<file path="config.mk">
export PLATFORM = sky130hd
export DESIGN_NAME = dfe_top
export DESIGN_NICKNAME = d
export VERILOG_FILES = /design/src/rtl/dfe_pkg.sv /design/src/rtl/dfe_bank.sv /design/src/rtl/dfe_merge.sv /design/src/rtl/dfe_top.sv
export SDC_FILE = /design/constraint.sdc
export NUM_CORES = 1
export LEC_CHECK = 0
export BUFFER_PORTS_ARGS = -buffer_cell sky130_fd_sc_hd__buf_2
export CAP_MARGIN = 10
export CORE_AREA = 3 3 40 42
export DETAILED_ROUTE_END_ITERATION = 10
export DIE_AREA = 0 0 43 45
export HOLD_SLACK_MARGIN = 0.15
export PLACE_DENSITY_LB_ADDON = 0.15
export SKIP_CTS_REPAIR_TIMING = 1
export SYNTH_ARGS = -nofsm -noshare
export SYNTH_HDL_FRONTEND = slang
export SYNTH_SLANG_ARGS = --single-unit
</file>
<file path="constraint.sdc">
create_clock -name clk -period 1.9 [get_ports clk]
set_input_delay 0.095 -clock clk [delete_from_list [all_inputs] [get_ports clk]]
set_output_delay 0.095 -clock clk [all_outputs]
set_load 0.005 [all_outputs]
</file>
<file path="src/rtl/dfe_pkg.sv">
package dfe_pkg;

    // Selects which clock transition a storage bank responds to.
    typedef enum logic {
        EDGE_RISE = 1'b0,
        EDGE_FALL = 1'b1
    } edge_sel_e;

    localparam int unsigned DFE_DEFAULT_WIDTH = 8;

endpackage

</file>
<file path="src/rtl/dfe_bank.sv">
// One storage bank: holds (din XOR partner) on its selected clock edge.
module dfe_bank
    import dfe_pkg::*;
#(
    parameter int unsigned WIDTH = DFE_DEFAULT_WIDTH,
    parameter edge_sel_e   EDGE  = EDGE_RISE
) (
    input  logic             clk,
    input  logic             rst_n,
    input  logic [WIDTH-1:0] din,
    input  logic [WIDTH-1:0] partner_q,
    output logic [WIDTH-1:0] bank_q
);

    typedef struct packed {
        logic [WIDTH-1:0] code;
    } bank_t;

    bank_t bank_d;
    bank_t bank_r;

    // Next value: the incoming word encoded against the other bank.
    always_comb begin
        bank_d = bank_r;
        for (int i = 0; i < int'(WIDTH); i++) begin
            bank_d.code[i] = din[i] ^ partner_q[i];
        end
    end

    generate
        if (EDGE == EDGE_RISE) begin : g_rise
            always_ff @(posedge clk or negedge rst_n) begin
                if (!rst_n) begin
                    bank_r <= '0;
                end else begin
                    bank_r <= bank_d;
                end
            end
        end else begin : g_fall
            always_ff @(negedge clk or negedge rst_n) begin
                if (!rst_n) begin
                    bank_r <= '0;
                end else begin
                    bank_r <= bank_d;
                end
            end
        end
    endgenerate

    assign bank_q = bank_r.code;

endmodule

</file>
<file path="src/rtl/dfe_merge.sv">
// Output decode: per-lane XOR of the two banks.
module dfe_merge #(
    parameter int unsigned WIDTH = 8
) (
    input  logic [WIDTH-1:0] rise_q,
    input  logic [WIDTH-1:0] fall_q,
    output logic [WIDTH-1:0] dout
);

    genvar g;
    generate
        for (g = 0; g < int'(WIDTH); g++) begin : g_lane
            assign dout[g] = rise_q[g] ^ fall_q[g];
        end
    endgenerate

endmodule

</file>
<file path="src/rtl/dfe_top.sv">
module dfe_top
    import dfe_pkg::*;
#(
    parameter int unsigned WIDTH = DFE_DEFAULT_WIDTH
) (
    input  logic             clk,
    input  logic             rst_n,
    input  logic [WIDTH-1:0] din,
    output logic [WIDTH-1:0] dout
);

    logic [WIDTH-1:0] rise_q;
    logic [WIDTH-1:0] fall_q;

    dfe_bank #(.WIDTH(WIDTH), .EDGE(EDGE_RISE)) u_rise (
        .clk       (clk),
        .rst_n     (rst_n),
        .din       (din),
        .partner_q (fall_q),
        .bank_q    (rise_q)
    );

    dfe_bank #(.WIDTH(WIDTH), .EDGE(EDGE_FALL)) u_fall (
        .clk       (clk),
        .rst_n     (rst_n),
        .din       (din),
        .partner_q (rise_q),
        .bank_q    (fall_q)
    );

    dfe_merge #(.WIDTH(WIDTH)) u_merge (
        .rise_q (rise_q),
        .fall_q (fall_q),
        .dout   (dout)
    );

endmodule

</file>
# Word-level counts from Yosys, hierarchy flattened
# Cells that the tools add are included.
[totals] reg_bits=16 inputBits=10 output_inout_bits=8 word_cells=26
[classes] n_bitwise=24
[op_table] operator="1-bit bitwise XOR" n=24

# Longest topological paths before layout
# Gate-level depths: netlist (run 1).
[logic_depth] word_depth=1 depth_mapped=1 mapped_depth_nobuf=1

# Hierarchy
# Synthesis (run 1) repeated with hierarchy kept, for this count alone.
[hier_totals] cells_unflattened=40 hier_area_um2=610.6
[modules_own_cells] mod="dfe_bank" instances=2 cells_per_inst=16 area_each_um2=270.3 seq_area_each_um2=200.2
[modules_own_cells] mod="dfe_merge" instances=1 cells_per_inst=8 area_each_um2=70.1 seq_area_each_um2=0.0

==> results of run 1 <==
[power breakdown]
group	internal, mW	total [mW]	switching (mW)
logic	0.358	0.569	0.211
clock network	0.116	0.215	0.0989
registers	0.524	0.661	0.136
total	0.999	1.45	0.446
[cell families (layout without fill, tap and decap cells)]
logic type,count (synthesis),after routing
xor+xnor,24,24
flops,16,16
buf+inv,0,37
[layout by cell type, fill, tap and decap left out]
master         instances
buf_2                 17
dfrtp_1                8
clkbuf_8               1
dlygate4sd3_1          9
buf_4                  7
clkbuf_4               3
dfrtn_1                8
xor2_1                24
[area by class of cell]
| cell class | count | area, um2 | area share, % |
|---|---|---|---|
| Sequential cell | 16 | 400 | 44.8 |
| Tap cell | 15 | 18.8 | 2.10 |
| Multi-Input combinational cell | 24 | 210 | 23.5 |
| Clock buffer | 4 | 36.3 | 4.06 |
| Timing Repair Buffer | 33 | 228 | 25.5 |
[sequential cells by signal, indices dropped and copies added (netlist names)]
name / flops
u_fall.bank_q: 8
u_rise.bank_q: 8
[per-layer routing]
layer,track usage [%],routed length [um]
met4,5.42,21
met5,0,0
met1,13.0,429
met2,15.6,466
met3,2.39,49
[critical path, delay by kind of cell, from the launching register on]
kind	cells	cell delay (ps)
xor gates and xnor gates	1	150
buffers and inverters	1	130
DFF	1	430
[metrics by stage]
stage | total power, mW | area (um2) | TNS (ps) | hold WS, ps
floorplan | 0.897 | 611 | 0 | -201
CTS | 1.34 | 751 | -1110 | -289
finish | 1.45 | 893 | -903 | 242
global route | 1.56 | 893 | -1350 | 262
global placement | 1.11 | 714 | 0 | 23.6
detailed placement | 1.12 | 714 | 0 | 17.0
[how the worst min path moves through the flow]
| stage | endpoint | depth (start not counted) | start |
|---|---|---|---|
| 2_1_floorplan | u_rise.bank_q[0] | 0 | rst_n |
| 3_3_place_gp | u_rise.bank_q[6] | 1 | rst_n |
| 3_5_place_dp | u_rise.bank_q[2] | 1 | rst_n |
| 4_1_cts | u_rise.bank_q[6] | 1 | rst_n |
| 5_1_grt | u_rise.bank_q[6] | 2 | rst_n |
| 6_report | u_rise.bank_q[6] | 2 | rst_n |
==> qor.csv, run 1 <==
metric,value,unit
outcome,finished with violations,
violated checks,setup timing,
Critical path origin,u_fall.bank_q[1],
vias,391,
row cnt,13,
setup violators final,8,
crit-path cells,xor2_1 -> buf_2,
Worst R2R Start,u_fall.bank_q[2],
"Hold Violations, Final",0,
mux share of post-synthesis cell area,0,%
Layout Cells excl Fill,92,
syn_nets,50,
Port Buffers,17,
DR iter-0 viols,1,
Post-Route WL,965,um
Post-synth EDFFs,0,
"Reg clk slew, reported paths",100,ps
pre-CTS setup slack,160,ps
fraction of layout cells with a size suffix above 1,36.4,%
top post-synthesis cells by count,"xor2_1 (24), dfrtn_1 (8), dfrtp_1 (8)",
Final #Nets,88,
layout filler cell count,95,
vias in the first global route,361,
die height,45,um
Slew HR,77.5,%
GRT Residual Overflow,0,
R2R setup slack,150,ps
Final GP Congestion,0.607,
max-slew violation count,0,
Area Overhead vs Synth,46.3,%
clock sink count,16,
DRC errors left,0,
Critical Path Sink,dout[1],
TritonRoute pass-1 iters,2,
Post-Synth XOR/XNOR Area,34.4,%
"Core Util, Final",69.5,%
Setup CP Type,register to output pin,
Final ANT Viol Nets,0,
max_cap viols,0,
post-synth top area cell,xor2_1,
"count leader, synth",xor2_1,
"Arr. time, crit path",1940,ps
crit-path max FO,2,
CP required,1800,ps
post-route worst setup slack,-137,ps
clock latency on the worst-skew pair,280,ps
ys async rst share,100,%
reg2reg path depth,2,
worst min path class,input pin to asynchronous set/reset pin,
CTS Root Cell,clkbuf_4,
core area,0.00128,mm2
worst reg2reg endpoint,u_rise.bank_q[2],
die width,43,um
largest net degree at the start of global routing,17,
Vias/cell,4.25,
Routed wire per std cell,10.5,um
Post-Synth Simple-Gate Area,0,%
dpl hpwl,618,um
Worst setup EP type,output pin,
global-route usage over all layers,9.98,%
# diodes,0,
Cells after Synth,40,
CTS H-tree depth,1,
CTS Buf Count,3,
#FFs+latches synth,16,
dominant cells by area after synthesis,"xor2_1 (34%), dfrtn_1 (33%), dfrtp_1 (33%)",
global-route wire length before repair,1430,um
sequential fraction of the synthesis area,65.6,%
synthesized area per cell,15.3,um2
initial antenna violation count,0,
post-synth top area share,34.4,%
Yosys warning total,0,
slowest library cell on the worst path,dfrtn_1,
main combinational cell family by area after synthesis,XOR/XNOR gates,
Die ar.,0.00194,mm2
CTS max path bufs,2,
CTS tree,yes,
Unique masters post-synth,3,
leakage,0.448,nW
Worst Tran Pin Value,338,ps
PD cells,1620,mW/mm2
fraction of the mapped netlist area in compound gates,0,%
VDD IR max,941,uV
Setup crit start kind,register,
Post-Syn Area,611,um2
final setup skew,13.5,ps
Ports,18,
placed insts,72,
Worst path max stage delay,430,ps
initial core utilization,47.5,%
top_reg_cell synth,dfrtp_1,
RSZ-0062 raised after global routing,yes,
adder-cell share of the synthesized area,0,%
(Power assumes the default switching activity.)
==> inputs of run 2 (changes only) <==
CELL_PAD_IN_SITES_DETAIL_PLACEMENT = 2   (was unset)
CELL_PAD_IN_SITES_GLOBAL_PLACEMENT = 2   (was unset)
CORE_AREA = unset   (was 3 3 40 42)
CORE_MARGIN = 3   (was unset)
CORE_UTILIZATION = 34   (was unset)
DIE_AREA = unset   (was 0 0 43 45)
TNS_END_PERCENT = 50   (was unset)
==> run 2 against run 1 <==
Critical path type unchanged. Setup slack got worse by 23 ps. Final cell count up 5.4%. Clock power barely moved. Critical endpoint is now dout[3]. Routed wire length is 27% higher. Register-to-register slack is essentially flat. Via count up 2.6%. The run still ends with setup timing left. Worst hold slack improved by 4.9 ps. First-iteration DRC count up 100%. Clock skew decreased by 6.2 ps.
==> qor.csv, run 2 (synthesized netlist as in run 1, its figures left out) <==
metric,value,unit
"Arr. time, crit path",1960,ps
vias in the first global route,427,
# diodes,0,
fraction of layout cells with a size suffix above 1,32.9,%
Final ANT Viol Nets,0,
VDD IR max,747,uV
clock power share,15.4,%
Setup crit start kind,register,
post-route worst setup slack,-159,ps
CTS Root Cell,clkbuf_4,
Worst Tran Pin Value,356,ps
reg2reg path depth,2,
dpl hpwl,842,um
clock sink count,16,
R2R setup slack,160,ps
Routed wire per std cell,12.7,um
worst min path class,input pin to asynchronous set/reset pin,
"most common cell after layout, fill and taps aside",xor2_1,
row cnt,14,
outcome,finished with violations,
Area Overhead vs Synth,43.2,%
max-slew violation count,0,
global-route usage over all layers,11.7,%
RSZ-0062 raised after global routing,yes,
CTS tree,yes,
core area,0.00159,mm2
setup violators final,8,
largest net degree at the start of global routing,17,
Cell Int Power,950,uW
Gate power share,37.2,%
CP required,1800,ps
CTS Buf Count,3,
sequential power share,47.4,%
Slew HR,76.3,%
GRT Residual Overflow,0,
global-route wire length before repair,2020,um
leakage,0.429,nW
Worst R2R Start,u_fall.bank_q[5],
DRC errors left,0,
final hold slack,247,ps
most frequent cells in the layout,"xor2_1 (24), buf_2 (17), dlygate4sd3_1 (9)",
initial core utilization,38.3,%
crit-path max FO,2,
DR iter-0 viols,2,
PD cells,1620,mW/mm2
Post-Route WL,1230,um
violated checks,setup timing,
Sw Ratio,32.9,%
"Hold Violations, Final",0,
setup_tns,-1090,ps
CTS H-tree depth,1,
Port Buffers,17,
vias,401,
Die ar.,0.00234,mm2
die height,48.4,um
initial antenna violation count,0,
max_cap viols,0,
clock latency on the worst-skew pair,280,ps
Ports,18,
TritonRoute pass-1 iters,2,
Worst setup EP type,output pin,
die width,48.4,um
worst reg2reg endpoint,u_rise.bank_q[5],
Final GP Congestion,0.604,
"Reg clk slew, reported paths",90,ps
final setup skew,7.26,ps
CTS max path bufs,2,
Final #Nets,84,
Vias/cell,4.13,
sw power,466,uW
Setup CP Type,register to output pin,
==> run 2: cell type report <==
cell class	instances	area (um2)
well taps	24	30.0
repair buffers	29	198
clock buffers	4	36.3
flip-flops and latches	16	400
multi-input cells	24	210
fillers	156	719
==> run 2: power by group through the flow <==
stage	clock network [mW]	logic [mW]	registers, mW
2_1_floorplan	0	0.240	0.656
3_3_place_gp	0	0.443	0.680
3_5_place_dp	0	0.460	0.689
4_1_cts	0.224	0.476	0.688
5_1_grt	0.250	0.599	0.699
6_report	0.218	0.527	0.671
==> run 2: routing by layer <==
metal | share of wire (%) | vias up | global-route usage (%)
li1 | - | 186 | -
met5 | 0 | - | 0
met1 | 42 | 204 | 13.7
met3 | 5.5 | 0 | 4.60
met4 | 0 | 0 | 5.69
met2 | 52 | 11 | 18.6
==> run 2: stage by stage <==
step / utilization [%] / instance area (um2) / setup WS (ps) / total power, mW / std cells
after CTS: 47.8 / 762 / -220 / 1.39 / 85
after floorplan: - / 611 / 264 / 0.897 / 40
after global routing: 54.9 / 875 / -233 / 1.55 / 97
after global placement: 45.5 / 726 / 154 / 1.12 / 81
final: 54.9 / 875 / -159 / 1.42 / 97
after detailed placement: 45.5 / 726 / 147 / 1.15 / 81
==> run 2: worst max-delay path, stage by stage, from the launching register on <==
cell     delay [ps]
dfrtn_1         430
xor2_1          160
buf_2           140
==> run 2: worst max-delay path by stage <==
stage                     start               end  depth (start not counted)
2_1_floorplan  u_rise.bank_q[5]  u_fall.bank_q[5]                          1
3_3_place_gp   u_fall.bank_q[2]           dout[2]                          2
3_5_place_dp   u_fall.bank_q[5]           dout[5]                          2
4_1_cts        u_fall.bank_q[3]           dout[3]                          2
5_1_grt        u_fall.bank_q[7]           dout[7]                          2
6_report       u_fall.bank_q[3]           dout[3]                          2
==> inputs of run 3 (changes only) <==
ABC_AREA = 1   (was unset)
CORE_UTILIZATION = 24   (was 34)
CTS_CLUSTER_DIAMETER = 40   (was unset)
clock period = 1.8 ns   (was 1.9 ns; I/O delays follow)
==> run 3 against run 2 <==
The run still ends with setup timing left. Clock skew shrank 2.9 ps. Largest power group unchanged. Routed wire length grew 73%. Critical endpoint is now dout[7]. Synthesized cell count grew to 2.8 times the previous value. Utilization shrank 16 points.
==> qor.csv, run 3 <==
metric,value,unit
top_reg_cell synth,dfrtp_1,
sequential fraction of the synthesis area,52.6,%
R2R setup slack,40,ps
Setup CP Type,register to output pin,
synthesized area per cell,6.79,um2
worst min path class,input pin to asynchronous set/reset pin,
Final #Nets,163,
Worst setup EP type,output pin,
outcome,finished with violations,
final setup skew,4.35,ps
row cnt,19,
global-route wire length before repair,3330,um
initial antenna violation count,0,
post-synth top area share,35.5,%
Post-Syn Area,761,um2
DP Area,898,um2
PD cells,849,mW/mm2
"Arr. time, crit path",1920,ps
"Hold Violations, Final",0,
"Reg clk slew, reported paths",90,ps
crit-path max FO,3,
Final GP Congestion,0.684,
Worst Tran Pin Value,366,ps
reg2reg path depth,4,
largest net degree at the start of global routing,17,
vias,798,
Cells after Synth,112,
VDD IR max,366,uV
top post-synthesis cells by count,"nand2_1 (72), inv_1 (24), dfrtn_1 (8), dfrtp_1 (8)",
clock sink count,16,
Post-synth EDFFs,0,
Port Buffers,17,
Setup crit start kind,register,
max-slew violation count,0,
Slew HR,75.6,%
worst reg2reg endpoint,u_rise.bank_q[7],
fraction of layout cells with a size suffix above 1,28.5,%
post-synth top area cell,nand2_1,
die height,62.3,um
CP required,1710,ps
most frequent cells in the layout,"nand2_1 (67), inv_1 (16), buf_2 (16)",
grt peak-use layer,met2,
CTS Buf Count,3,
RSZ-0062 raised after global routing,yes,
Yosys warning total,0,
clock latency on the worst-skew pair,280,ps
TritonRoute pass-1 iters,2,
post-route cell area,0.00110,mm2
Pwr Total,939,uW
Final ANT Viol Nets,0,
"count leader, synth",nand2_1,
GRT Residual Overflow,0,
Post-Route WL,2130,um
met2 GRT Util,18.0,%
post-route worst setup slack,-215,ps
CTS Root Cell,clkbuf_4,
setup_tns,-1510,ps
#FFs+latches synth,16,
"most common cell after layout, fill and taps aside",nand2_1,
vias in the first global route,803,
"Core Util, Final",38.4,%
setup violators final,8,
GRT met3 Usage,1.62,%
DRC errors left,0,
global-route usage over all layers,10.4,%
Unique masters post-synth,4,
dpl hpwl,1510,um
dominant cells by area after synthesis,"nand2_1 (36%), dfrtn_1 (26%), dfrtp_1 (26%), inv_1 (12%)",
leakage,0.684,nW
CTS H-tree depth,1,
Ports,18,
Area Overhead vs Synth,45.2,%
# diodes,0,
syn_nets,122,
layout filler cell count,354,
violated checks,setup timing,
initial core utilization,26.4,%
Routed wire per std cell,11.0,um
met1 Resource Use GR,12.6,%
Worst R2R Start,u_fall.bank_q[7],
max_cap viols,0,
Vias/cell,4.13,
pre-CTS setup slack,86.1,ps
DR iter-0 viols,24,
die width,62.3,um
core area,0.00288,mm2
CTS max path bufs,2,
Die ar.,0.00388,mm2
CTS tree,yes,
ys async rst share,100,%
[run 3: cell types whose count changed in the layout (fill, tap and decap cells not counted), sizes merged]
cell,before,now
inv,0,24
nand2,0,72
clkbuf,4,3
xor2,24,0
buf,20,27
[run 3: worst max path at each step]
| stage | from | to | slack (ps) |
|---|---|---|---|
| global route | u_fall.bank_q[7] | dout[7] | -310 |
| floorplan | u_fall.bank_q[0] | u_rise.bank_q[0] | 250 |
| finish | u_fall.bank_q[7] | dout[7] | -210 |
| global placement | u_fall.bank_q[7] | dout[7] | 110 |
| CTS | u_fall.bank_q[7] | dout[7] | -230 |
| detailed placement | u_fall.bank_q[7] | dout[7] | 90 |
[run 3: cell type report]
cell class | instances | area, um2 | share of cell area (%)
flip-flops and latches | 16 | 400 | 36.2
repair buffers | 36 | 256 | 23.2
multi-input cells | 72 | 283 | 25.6
inverters | 24 | 90.1 | 8.15
clock buffers | 3 | 22.5 | 2.04
well taps | 42 | 52.6 | 4.76
[run 3: where the power goes]
part	switching, mW	internal, mW
combinational	0.142	0.146
sequential	0.0514	0.416
clock	0.106	0.0775
total	0.299	0.639
[run 3: critical path: stages, from the launching register on]
cell     delay [ps]
dfrtn_1         470
inv_2            60
nand2_2          60
nand2_2          50
buf_6           110
[run 3: stage by stage]
stage	std cells	hold WS (ps)
finish	193	264
global route	193	285
CTS	174	-289
detailed placement	171	25.6
global placement	171	25.6
floorplan	112	-206
[run 3: logic make-up (layout without fill, tap and decap cells)]
| group | after synthesis | after routing | share of synthesized area [%] |
|---|---|---|---|
| buffers and inverters | 24 | 63 | 11.8 |
| flip-flops | 16 | 16 | 52.6 |
| AND/OR/NAND/NOR | 72 | 72 | 35.5 |
[run 3: per-layer routing]
metal	share of wire [%]	routed length, um
met2	54	1150
met4	0.75	16
met3	3.1	65
met5	0	0
met1	42	899
